--- config.mk ---
export PLATFORM = sky130hd
export DESIGN_NAME = txFrameSequencer
export DESIGN_NICKNAME = d
export VERILOG_FILES = /design/src/rtl/txSeqPkg.sv /design/src/rtl/txDatapath.sv /design/src/rtl/txControl.sv /design/src/rtl/txFrameSequencer.sv
export SDC_FILE = /design/constraint.sdc
export NUM_CORES = 1
export LEC_CHECK = 0
export BUFFER_PORTS_ARGS = -buffer_cell sky130_fd_sc_hd__buf_2
export CAP_MARGIN = 20
export CORE_ASPECT_RATIO = 1.1
export CORE_MARGIN = 1.5
export CORE_UTILIZATION = 35
export DETAILED_ROUTE_END_ITERATION = 16
export PLACE_DENSITY = 0.65
export SYNTH_ARGS = -nofsm -noshare
export SYNTH_HDL_FRONTEND = slang
export SYNTH_HIERARCHICAL = 1
export SYNTH_SLANG_ARGS = --single-unit
export TNS_END_PERCENT = 10
--- constraint.sdc ---
create_clock -name clk -period 2.9 [get_ports clk]
set_clock_uncertainty 0.05 [all_clocks]
set_input_delay 0.29 -clock clk [delete_from_list [all_inputs] [get_ports clk]]
set_output_delay 0.29 -clock clk [all_outputs]
set_load 0.005 [all_outputs]
--- src/rtl/txSeqPkg.sv ---
package txSeqPkg;

  localparam int          FCS_BYTES    = 4;
  localparam logic [7:0]  LEAD_BYTE    = 8'h55;
  localparam logic [7:0]  DELIM_BYTE   = 8'hD5;
  localparam logic [31:0] CRC_POLY_REV = 32'hEDB88320;

  typedef enum logic [2:0] {
    ST_IDLE, ST_LEAD, ST_DELIM, ST_DATA, ST_FILL, ST_CHECK, ST_END
  } txState_e;

  typedef enum logic [2:0] {
    SEL_NONE, SEL_LEAD, SEL_DELIM, SEL_DATA, SEL_FILL, SEL_CHECK
  } byteSel_e;

  // Strobes from the sequencer control to the datapath
  typedef struct packed {
    logic     cntClr;
    logic     cntInc;
    logic     crcInit;
    logic     crcUpd;
    byteSel_e sel;
  } dpCtrl_t;

  // Reflected CRC-32, one byte, LSB first
  function automatic logic [31:0] crcStep(input logic [31:0] c, input logic [7:0] d);
    logic [31:0] r;
    r = c;
    for (int i = 0; i < 8; i++) begin
      r = (r[0] ^ d[i]) ? ((r >> 1) ^ CRC_POLY_REV) : (r >> 1);
    end
    return r;
  endfunction

endpackage

--- src/rtl/txDatapath.sv ---
module txDatapath
  import txSeqPkg::*;
#(
  parameter int LEN_W = 11
) (
  input  logic             clk,
  input  logic             rstN,
  input  dpCtrl_t          ctl,
  input  logic [7:0]       rdData,
  output logic [LEN_W-1:0] cnt,
  output logic [7:0]       lineData,
  output logic             lineValid
);

  logic [LEN_W-1:0] cntQ;
  logic [31:0]      crcQ;
  logic [31:0]      checkWord;

  always_ff @(posedge clk or negedge rstN) begin
    if (!rstN) begin
      cntQ <= '0;
      crcQ <= '1;
    end else begin
      if (ctl.cntClr)      cntQ <= '0;
      else if (ctl.cntInc) cntQ <= cntQ + 1'b1;

      if (ctl.crcInit)     crcQ <= '1;
      else if (ctl.crcUpd) crcQ <= crcStep(crcQ, lineData);
    end
  end

  assign checkWord = ~crcQ;
  assign cnt       = cntQ;
  assign lineValid = (ctl.sel != SEL_NONE);

  always_comb begin
    case (ctl.sel)
      SEL_LEAD:  lineData = LEAD_BYTE;
      SEL_DELIM: lineData = DELIM_BYTE;
      SEL_DATA:  lineData = rdData;
      SEL_CHECK: lineData = checkWord[{cntQ[1:0], 3'b000} +: 8];
      default:   lineData = 8'h00;
    endcase
  end

  // only four check bytes are ever indexed
  assert_check_index_R3: assert property (@(posedge clk) disable iff (!rstN)
    (ctl.sel == SEL_CHECK) |-> (cntQ < LEN_W'(FCS_BYTES)));

endmodule

--- src/rtl/txControl.sv ---
module txControl
  import txSeqPkg::*;
#(
  parameter int LEN_W     = 11,
  parameter int LEAD_LEN  = 7,
  parameter int MIN_FRAME = 64
) (
  input  logic             clk,
  input  logic             rstN,
  input  logic             enSet,
  input  logic             padEn,
  input  logic             noCrc,
  input  logic             monCarrier,
  input  logic             stopOnSqe,
  input  logic             forceCol,
  input  logic             frameReady,
  input  logic [LEN_W-1:0] frameLen,
  input  logic             carrierSense,
  input  logic             sqeError,
  input  logic             collision,
  input  logic [LEN_W-1:0] cnt,
  output dpCtrl_t          ctl,
  output logic             txEnable,
  output logic             doneStb,
  output logic             abortFlag,
  output logic             carrierLostFlag,
  output logic             sqeFlag,
  output logic             lateColFlag
);

  localparam logic [LEN_W-1:0] LEAD_LAST  = LEAD_LEN - 1;
  localparam logic [LEN_W-1:0] CHECK_LAST = FCS_BYTES - 1;
  localparam logic [LEN_W-1:0] MIN_NOCRC  = MIN_FRAME;
  localparam logic [LEN_W-1:0] MIN_CRC    = MIN_FRAME - FCS_BYTES;

  txState_e         stateQ, stateD;
  logic             enQ, hasFrameQ, carrierSeenQ, carrierPrevQ;
  logic             abortQ, lostQ, sqeQ, lateQ;
  logic             startNow, lostNow, lateNow;
  logic [LEN_W-1:0] minLen;
  txState_e         tailState;

  assign minLen    = noCrc ? MIN_NOCRC : MIN_CRC;
  assign tailState = noCrc ? ST_END : ST_CHECK;

  always_comb begin
    stateD   = stateQ;
    ctl      = '{cntClr: 1'b0, cntInc: 1'b0, crcInit: 1'b0, crcUpd: 1'b0, sel: SEL_NONE};
    startNow = 1'b0;
    lostNow  = 1'b0;
    lateNow  = 1'b0;
    case (stateQ)
      ST_IDLE: begin
        if (enQ) begin
          if (forceCol) startNow = carrierSense && !carrierPrevQ;
          else          startNow = frameReady && !carrierSense;
        end
        if (startNow) begin
          stateD      = ST_LEAD;
          ctl.cntClr  = 1'b1;
          ctl.crcInit = 1'b1;
        end
      end
      ST_LEAD: begin
        ctl.sel    = SEL_LEAD;
        ctl.cntInc = 1'b1;
        if (cnt == LEAD_LAST) begin
          ctl.cntClr = 1'b1;
          if (!hasFrameQ) stateD = ST_IDLE;
          else if (monCarrier && !(carrierSeenQ || carrierSense)) begin
            lostNow = 1'b1;
            stateD  = ST_END;
          end else stateD = ST_DELIM;
        end
      end
      ST_DELIM: begin
        ctl.sel = SEL_DELIM;
        if (monCarrier && !carrierSense) begin
          lostNow = 1'b1;
          stateD  = ST_END;
        end else begin
          ctl.cntClr = 1'b1;
          stateD     = ST_DATA;
        end
      end
      ST_DATA, ST_FILL, ST_CHECK: begin
        ctl.sel    = (stateQ == ST_DATA) ? SEL_DATA :
                     (stateQ == ST_FILL) ? SEL_FILL : SEL_CHECK;
        ctl.cntInc = 1'b1;
        ctl.crcUpd = (stateQ != ST_CHECK);
        if (collision) begin
          lateNow = 1'b1;
          stateD  = ST_END;
        end else if (monCarrier && !carrierSense) begin
          lostNow = 1'b1;
          stateD  = ST_END;
        end else if (stateQ == ST_DATA && cnt == frameLen - 1'b1) begin
          if (padEn && frameLen < minLen) stateD = ST_FILL;
          else begin
            stateD     = tailState;
            ctl.cntClr = 1'b1;
          end
        end else if (stateQ == ST_FILL && cnt == minLen - 1'b1) begin
          stateD     = tailState;
          ctl.cntClr = 1'b1;
        end else if (stateQ == ST_CHECK && cnt == CHECK_LAST) begin
          stateD = ST_END;
        end
      end
      ST_END:  stateD = ST_IDLE;
      default: stateD = ST_IDLE;
    endcase
  end

  always_ff @(posedge clk or negedge rstN) begin
    if (!rstN) begin
      stateQ       <= ST_IDLE;
      enQ          <= 1'b0;
      hasFrameQ    <= 1'b0;
      carrierSeenQ <= 1'b0;
      carrierPrevQ <= 1'b0;
      abortQ       <= 1'b0;
      lostQ        <= 1'b0;
      sqeQ         <= 1'b0;
      lateQ        <= 1'b0;
    end else begin
      stateQ       <= stateD;
      carrierPrevQ <= carrierSense;
      if (startNow) begin
        hasFrameQ    <= frameReady;
        carrierSeenQ <= 1'b0;
        abortQ       <= 1'b0;
        lostQ        <= 1'b0;
        sqeQ         <= 1'b0;
        lateQ        <= 1'b0;
      end else begin
        if (stateQ == ST_LEAD && carrierSense) carrierSeenQ <= 1'b1;
        if (stateQ inside {ST_LEAD, ST_DELIM, ST_DATA, ST_FILL, ST_CHECK} && sqeError)
          sqeQ <= 1'b1;
        if (lostNow || lateNow) abortQ <= 1'b1;
        if (lostNow) lostQ <= 1'b1;
        if (lateNow) lateQ <= 1'b1;
      end
      if (lostNow || (lateNow && forceCol) || (stateQ == ST_END && stopOnSqe && sqeQ))
        enQ <= 1'b0;
      else if (enSet)
        enQ <= 1'b1;
    end
  end

  assign txEnable        = enQ;
  assign doneStb         = (stateQ == ST_END);
  assign abortFlag       = abortQ;
  assign carrierLostFlag = lostQ;
  assign sqeFlag         = sqeQ;
  assign lateColFlag     = lateQ;

  assert_delim_after_lead_R1: assert property (@(posedge clk) disable iff (!rstN)
    (stateQ == ST_DELIM) |-> ($past(stateQ) == ST_LEAD));

  assert_defer_on_carrier_R2: assert property (@(posedge clk) disable iff (!rstN)
    (stateQ == ST_IDLE && !forceCol && carrierSense) |=> (stateQ != ST_LEAD));

  assert_idle_when_disabled_R2: assert property (@(posedge clk) disable iff (!rstN)
    (stateQ == ST_IDLE && !txEnable) |=> (stateQ == ST_IDLE));

  assert_no_check_bytes_R4: assert property (@(posedge clk) disable iff (!rstN)
    (noCrc && stateQ != ST_CHECK) |=> (stateQ != ST_CHECK));

  assert_carrier_abort_R7: assert property (@(posedge clk) disable iff (!rstN)
    (monCarrier && !carrierSense && !collision &&
     stateQ inside {ST_DELIM, ST_DATA, ST_FILL, ST_CHECK})
    |=> (stateQ == ST_END && carrierLostFlag && !txEnable));

  assert_sqe_stop_R9: assert property (@(posedge clk) disable iff (!rstN)
    (stateQ == ST_END && stopOnSqe && sqeFlag) |=> !txEnable);

  assert_forced_late_col_R12: assert property (@(posedge clk) disable iff (!rstN)
    (forceCol && collision && stateQ inside {ST_DATA, ST_FILL, ST_CHECK})
    |=> (lateColFlag && abortFlag && !txEnable));

endmodule

--- src/rtl/txFrameSequencer.sv ---
module txFrameSequencer
  import txSeqPkg::*;
#(
  parameter int LEN_W     = 11,
  parameter int LEAD_LEN  = 7,
  parameter int MIN_FRAME = 64
) (
  input  logic             clk,
  input  logic             rstN,
  input  logic             enSet,
  input  logic             padEn,
  input  logic             noCrc,
  input  logic             monCarrier,
  input  logic             stopOnSqe,
  input  logic             forceCol,
  input  logic             frameReady,
  input  logic [LEN_W-1:0] frameLen,
  output logic [LEN_W-1:0] rdAddr,
  input  logic [7:0]       rdData,
  input  logic             carrierSense,
  input  logic             sqeError,
  input  logic             collision,
  output logic [7:0]       lineData,
  output logic             lineValid,
  output logic             txEnable,
  output logic             doneStb,
  output logic             abortFlag,
  output logic             carrierLostFlag,
  output logic             sqeFlag,
  output logic             lateColFlag
);

  dpCtrl_t          ctl;
  logic [LEN_W-1:0] cnt;

  txControl #(.LEN_W(LEN_W), .LEAD_LEN(LEAD_LEN), .MIN_FRAME(MIN_FRAME)) u_ctrl (
    .clk(clk), .rstN(rstN), .enSet(enSet), .padEn(padEn), .noCrc(noCrc),
    .monCarrier(monCarrier), .stopOnSqe(stopOnSqe), .forceCol(forceCol),
    .frameReady(frameReady), .frameLen(frameLen), .carrierSense(carrierSense),
    .sqeError(sqeError), .collision(collision), .cnt(cnt), .ctl(ctl),
    .txEnable(txEnable), .doneStb(doneStb), .abortFlag(abortFlag),
    .carrierLostFlag(carrierLostFlag), .sqeFlag(sqeFlag), .lateColFlag(lateColFlag)
  );

  txDatapath #(.LEN_W(LEN_W)) u_dp (
    .clk(clk), .rstN(rstN), .ctl(ctl), .rdData(rdData), .cnt(cnt),
    .lineData(lineData), .lineValid(lineValid)
  );

  assign rdAddr = cnt;

endmodule

==> results.py, run 1 <==
metrics = {
    "global_routing": {
        "grt_pass1_wl_mm": 19.4,
        "grt-ovfl-total": 0,
        "grt_max_degree": 38,
        "antenna_found_initial": 1,
        "grt_usage_pct": 18.8,
        "grt_pass1_vias": 4020,
    },
    "cells_and_area": {
        "fin_area_um2": 5590,
        "syn_to_final_growth_pct": 27.2,
        "fill_cells": 1153,
        "nNetsFinal": 622,
        "final_cell_mix": "buf_4 (72), buf_2 (56), xnor2_1 (41)",
        "layout.area.seq_um2": 1390,
        "multi_input_area_um2": 2940,
        "drive_gt1_share_pct": 37.5,
        "mostFrequentLayoutCell": "buf_4",
        "diodes": 0,
        "fin_util_pct": 46.0,
    },
    "clocking": {
        "root_buffer": "clkbuf_16",
        "cts_sinks": 54,
        "max-clock-path-buffers": 2,
        "clk_pin_slew_ns": 0.07,
        "cts_buffers": 5,
        "clk_latency_ns": 0.29,
        "htreeDepth": 2,
        "cts_tree": "yes",
    },
    "sta": {
        "hold_viol_final": 0,
        "finalMaxSlewViolations": 0,
        "fin_crit_sh_pct": 101,
        "setup_tns_ns": -0.0577,
        "slew_headroom_pct": 29.5,
        "hold_slack_ns": 0.0593,
        "worst_pin_slew_ns": 1.05,
        "rsz0062_at_grt": "yes",
        "period_minus_slack_ns": 2.92,
        "setup_ws_ns": -0.0246,
        "finalSetupViolCount": 3,
        "fmax_mhz": 342,
    },
    "setup_path": {
        "crit_arrival_ns": 3.10,
        "slowest_stage": "dfrtp_1",
        "criticalPathCategory": "reg2reg",
        "startpoint_type": "register",
        "crit_path_end_kind": "register",
        "r2r-start": "u_dp/cnt[3]",
        "rr_endpoint": "u_dp/cnt[9]",
        "r2r_setup_slack_ns": -0.02,
        "r2r_cells": 11,
        "max_stage_delay_ns": 0.41,
        "critPathRequiredTime_ns": 3.07,
        "crit_chain": "xnor2_1 > or4_1 > a31oi_1 > o2111ai_2 > nor3_2 > nand2b_1 > a221o_1 > nand2_2 > o2111ai_4 > or3_1 > a21oi_1",
        "critPathMaxFanout": 6,
    },
    "placed_design": {
        "place_area_um2": 5250,
        "dp.final_hpwl_mm": 9.10,
        "portBuffers": 56,
        "routabilityCongestion": 0.844,
    },
    "logic_synthesis": {
        "synth_edf_count": 0,
        "syn_inst": 473,
        "syn_area_per_cell_um2": 9.28,
        "synth_top_area_cell": "dfstp_2",
        "synthArstFlopShare_pct": 100,
        "netlist.area_leader.share_pct": 19.1,
        "synth_warnings": 6,
        "netlist_area_um2": 4390,
        "syn_nets": 510,
        "synth_seq_area_share_pct": 31.7,
        "synth_ff_type": "dfstp_2",
        "synth_cell_types": 72,
        "ys_ff_latch": 54,
        "synthTopCellsByArea": "dfstp_2 (19%), dfrtp_1 (13%), xnor2_1 (8.4%)",
    },
    "drt": {
        "dr.pass1.iters": 4,
        "drc": 0,
        "via_per_inst": 5.38,
        "drt_iter0_drc": 250,
        "routed_wl_mm": 12.2,
        "wire_per_inst_um": 16.5,
        "ant_nets": 0,
        "via_count": 3984,
    },
    "floorplanning": {
        "num_rows": 42,
        "die_width_um": 110,
        "coreArea_um2": 12100,
        "initial_core_util_pct": 36.2,
        "ios": 57,
        "die_area_um2": 13200,
        "fp.dieH_um": 120,
    },
    "pwr": {
        "peakVddDrop_mv": 1.67,
        "finalPower_mw": 9.25,
        "leakage_nw": 2.49,
        "power_density_nw_per_um2": 1650,
    },
    "run_status": {
        "outcome": "complete, but fails checks",
        "failed_checks": "setup timing",
    },
    "flow_run": {
        "timing.max_cap.violations": 0,
    },
    "hold_path": {
        "hp-class": "in2async",
    },
}
## stage by stage
step           instances  setup WS [ns]
6_report             740        -0.0246
2_1_floorplan        473         0.0314
3_5_place_dp         724         -0.286
5_1_grt              740         -0.131
4_1_cts              732        -0.0352
3_3_place_gp         724         -0.197
## Yosys cell counts, types with 10 or more instances
cell type,number
nor2b_1,19
nor2_1,40
o21ai_0,25
xnor2_1,42
a21oi_1,29
nand2_1,23
mux2i_1,10
clkbuf_1,13
a211o_1,12
dfstp_2,32
nor3_1,14
nand3_1,15
xor2_1,24
dfrtp_1,22
inv_1,14
## critical path, delay by kind of cell (launching register included)
kind | cells | cell delay [ns]
DFF | 1 | 0.41
AOI/OAI and AO/OA | 5 | 1.06
and+or+nand+nor | 5 | 1.19
xor gates and xnor gates | 1 | 0.14
## metal layers
layer  vias to the layer above  global-route usage (%)  wire length (um)
li1                       1915                       -                 -
met3                        13                    3.18               534
met2                        90                    34.2              6360
met1                      1964                    22.0              5160
met5                         -                       0                11
met4                         2                    6.01               155
## repair_timing
action,CTS,global route
hold buffers,0,0
setup endpoints to repair,17,26
pin swaps,1,9
resized for setup,3,24
setup buffers,0,8
hold endpoints to repair,0,0
gates cloned,0,0
## worst max-delay path by stage
stage	start	endpoint	slack [ns]
after detailed placement	frameLen[0]	u_dp/cnt[7]	-0.29
after global routing	u_dp/cnt[3]	u_dp/cnt[9]	-0.13
after floorplan	frameLen[2]	u_dp/cnt[7]	0.03
after global placement	frameLen[0]	u_dp/cnt[7]	-0.20
after CTS	u_dp/cnt[3]	u_dp/cnt[6]	-0.04
final	u_dp/cnt[3]	u_dp/cnt[9]	-0.02
## cell families (layout without fill, tap and decap cells)
logic type      after synthesis  after routing  synth area share (%)
simple gates                162            162                  20.1
buf+inv                      39            152                  3.99
mux                          18             18                  4.59
compound gates              115            115                  18.3
xor+xnor                     79             79                  19.7
flops                        54             54                  31.7
fa+ha+maj                     6              6                  1.71
## state kept, by name (all words and copies together) (netlist names)
| register | flops |
|---|---|
| u_dp/crcQ | 32 |
| u_dp/cnt | 11 |
| u_ctrl/stateQ | 3 |
| u_ctrl/abortFlag | 1 |
| u_ctrl/carrierLostFlag | 1 |
| u_ctrl/carrierPrevQ | 1 |
| u_ctrl/carrierSeenQ | 1 |
| u_ctrl/hasFrameQ | 1 |
| u_ctrl/lateColFlag | 1 |
| u_ctrl/sqeFlag | 1 |
| u_ctrl/txEnable | 1 |
## layout make-up
type | count | area share [%]
repair buffers | 130 | 15.2
clock inverters | 1 | 0.537
well taps | 154 | 3.45
inverters | 14 | 0.940
multi-input cells | 380 | 52.5
clock buffers | 7 | 2.37
flip-flops and latches | 54 | 24.9
## power by group
group / internal, mW / switching (mW) / leakage, nW
clock network: 0.409 / 0.268 / 0.0781
registers: 1.28 / 0.303 / 0.611
logic: 3.70 / 3.29 / 1.80
Power figures use the tool's default switching activity.
==> run 2, diff against run 1 <==
--- a/config.mk
+++ b/config.mk
@@ -7,11 +7,13 @@
 export LEC_CHECK = 0
 export BUFFER_PORTS_ARGS = -buffer_cell sky130_fd_sc_hd__buf_2
 export CAP_MARGIN = 20
+export CELL_PAD_IN_SITES_DETAIL_PLACEMENT = 0
+export CELL_PAD_IN_SITES_GLOBAL_PLACEMENT = 2
 export CORE_ASPECT_RATIO = 1.1
 export CORE_MARGIN = 1.5
-export CORE_UTILIZATION = 35
+export CORE_UTILIZATION = 33
 export DETAILED_ROUTE_END_ITERATION = 16
-export PLACE_DENSITY = 0.65
+export PLACE_DENSITY = 0.87
 export SYNTH_ARGS = -nofsm -noshare
 export SYNTH_HDL_FRONTEND = slang
 export SYNTH_HIERARCHICAL = 1
==> constraint.sdc (replaced) <==
create_clock -name clk -period 2.9 [get_ports clk]
set_clock_uncertainty 0.05 [all_clocks]
set_input_delay 0.145 -clock clk [delete_from_list [all_inputs] [get_ports clk]]
set_output_delay 0.145 -clock clk [all_outputs]
set_load 0.005 [all_outputs]
==> results.py, run 2 (same netlist as run 1, synthesis figures left out) <==
metrics = {
    "run_status": {
        "outcome": "complete, but fails checks",
        "failed_checks": "setup timing",
    },
    "setup_path": {
        "rr_endpoint": "u_dp/cnt[7]",
        "crit_start": "u_dp/cnt[3]",
        "startpoint_type": "register",
        "crit_end": "u_dp/cnt[7]",
        "criticalPathCategory": "reg2reg",
        "critPathRequiredTime_ns": 3.08,
        "slowest_stage": "or4_4",
        "max_stage_delay_ns": 0.43,
        "crit_path_end_kind": "register",
        "critPathMaxFanout": 7,
        "crit_chain": "xnor2_2 > or4_4 > a31oi_4 > o2111ai_2 > nor3_2 > nand2b_1 > a221o_1 > nand2_2 > o2111ai_4 > or3_1 > a21oi_2",
        "r2r-start": "u_dp/cnt[3]",
        "r2r_cells": 11,
        "crit_arrival_ns": 3.16,
        "r2r_setup_slack_ns": -0.08,
    },
    "sta": {
        "slew_headroom_pct": 50.2,
        "setup_ws_ns": -0.0802,
        "fin_crit_sh_pct": 103,
        "fmax_mhz": 336,
        "period_minus_slack_ns": 2.98,
        "finalSetupViolCount": 4,
        "worst_pin_slew_ns": 0.746,
        "finalMaxSlewViolations": 0,
        "hold_slack_ns": 0.0437,
        "rsz0062_at_grt": "yes",
        "hold_viol_final": 0,
    },
    "cells_and_area": {
        "largest_register_ffs": 32,
        "diodes": 0,
        "final_cell_mix": "buf_4 (58), buf_2 (57), nor2_1 (40)",
        "drive_gt1_share_pct": 36.6,
        "fin_area_um2": 5610,
        "nNetsFinal": 613,
        "mostFrequentLayoutCell": "buf_4",
        "largest-register": "u_dp/crcQ",
        "syn_to_final_growth_pct": 27.7,
    },
    "global_routing": {
        "grt_pass1_wl_mm": 19.5,
        "grt-ovfl-total": 0,
        "grt_usage_pct": 17.7,
        "grt_max_degree": 38,
        "grt_pass1_vias": 3843,
        "antenna_found_initial": 0,
    },
    "placed_design": {
        "routabilityCongestion": 0.871,
        "dp.final_hpwl_mm": 9.15,
        "place_area_um2": 5210,
        "portBuffers": 56,
    },
    "floorplanning": {
        "fp.dieH_um": 124,
        "ios": 57,
        "initial_core_util_pct": 33.5,
        "coreArea_um2": 13100,
        "num_rows": 44,
        "die_area_um2": 14000,
        "die_width_um": 113,
    },
    "clocking": {
        "htreeDepth": 2,
        "clk_pin_slew_ns": 0.07,
        "cts_buffers": 5,
        "cts_sinks": 54,
        "root_buffer": "clkbuf_16",
        "clk_latency_ns": 0.30,
        "max-clock-path-buffers": 2,
        "cts_tree": "yes",
    },
    "pwr": {
        "leakage_nw": 2.48,
        "power_density_nw_per_um2": 1650,
        "peakVddDrop_mv": 1.06,
    },
    "drt": {
        "drc": 0,
        "dr.pass1.iters": 4,
        "routed_wl_mm": 12.4,
        "via_count": 3911,
        "ant_nets": 0,
        "wire_per_inst_um": 16.8,
        "via_per_inst": 5.30,
        "drt_iter0_drc": 224,
    },
    "flow_run": {
        "timing.max_cap.violations": 0,
    },
    "hold_path": {
        "hold_depth": 2,
        "hp-class": "in2reg",
    },
}
run 2: cell types whose count changed in the layout (fill, tap and decap cells not counted), moves of 2 or more:
cell,delta
buf_12,+2
xnor2_1,-2
xnor2_2,+2
buf_4,-14
clkbuf_1,-2
dlygate4sd3_1,+3
run 2: worst min path at each step:
stage	start	end	slack, ns
after floorplan	rstN	u_ctrl/abortFlag	-0.20
after global placement	rstN	u_dp/cnt[6]	0.20
after detailed placement	rstN	u_dp/cnt[4]	0.20
after CTS	frameReady	u_ctrl/hasFrameQ	0.04
after global routing	frameReady	u_ctrl/hasFrameQ	0.04
final	frameReady	u_ctrl/hasFrameQ	0.04
run 2: stage by stage:
step | instances | setup slack [ns] | TNS [ns] | power (mW) | utilization [%]
final | 738 | -0.0802 | -0.198 | 9.22 | 42.8
after global routing | 738 | -0.200 | -0.838 | 9.91 | 42.8
after CTS | 732 | -0.0103 | -0.0103 | 9.13 | 41.7
after detailed placement | 721 | -0.151 | -0.950 | 8.26 | 39.8
after global placement | 721 | -0.0625 | -0.228 | 8.18 | 39.8
after floorplan | 473 | 0.0349 | 0 | 6.38 | -
run 2: cell type report:
| class | instances | area, um2 |
|---|---|---|
| inverters | 14 | 56.3 |
| multi-input cells | 380 | 2950 |
| clock inverters | 1 | 30.0 |
| fillers | 1284 | 7500 |
| repair buffers | 121 | 811 |
| well taps | 161 | 201 |
| flip-flops and latches | 54 | 1390 |
| clock buffers | 7 | 164 |
run 2: what timing repair did:
action	4_1_cts	5_1_grt
hold endpoints to repair	24	0
pin swaps	0	9
hold buffers	3	0
resized for setup	5	21
buffers inserted	0	5
setup endpoints to repair	20	31
run 2: where the power goes:
group | internal (mW) | total [mW] | switching (mW)
logic | 3.64 | 6.86 | 3.22
clock network | 0.484 | 0.768 | 0.284
registers | 1.28 | 1.59 | 0.314
total | 5.41 | 9.22 | 3.82
run 2: critical path, delay by kind of cell (launching register included):
kind / cells / cell delay [ns]
simple gates: 5 / 1.28
compound gates: 5 / 1.00
flops: 1 / 0.41
xor+xnor: 1 / 0.16
run 2: routing by layer:
metal	routed length, um	GRT usage [%]	vias up
met5	0	0	-
met4	249	5.86	0
met3	353	2.92	18
met1	5580	21.7	1913
li1	-	-	1898
met2	6200	31.9	82
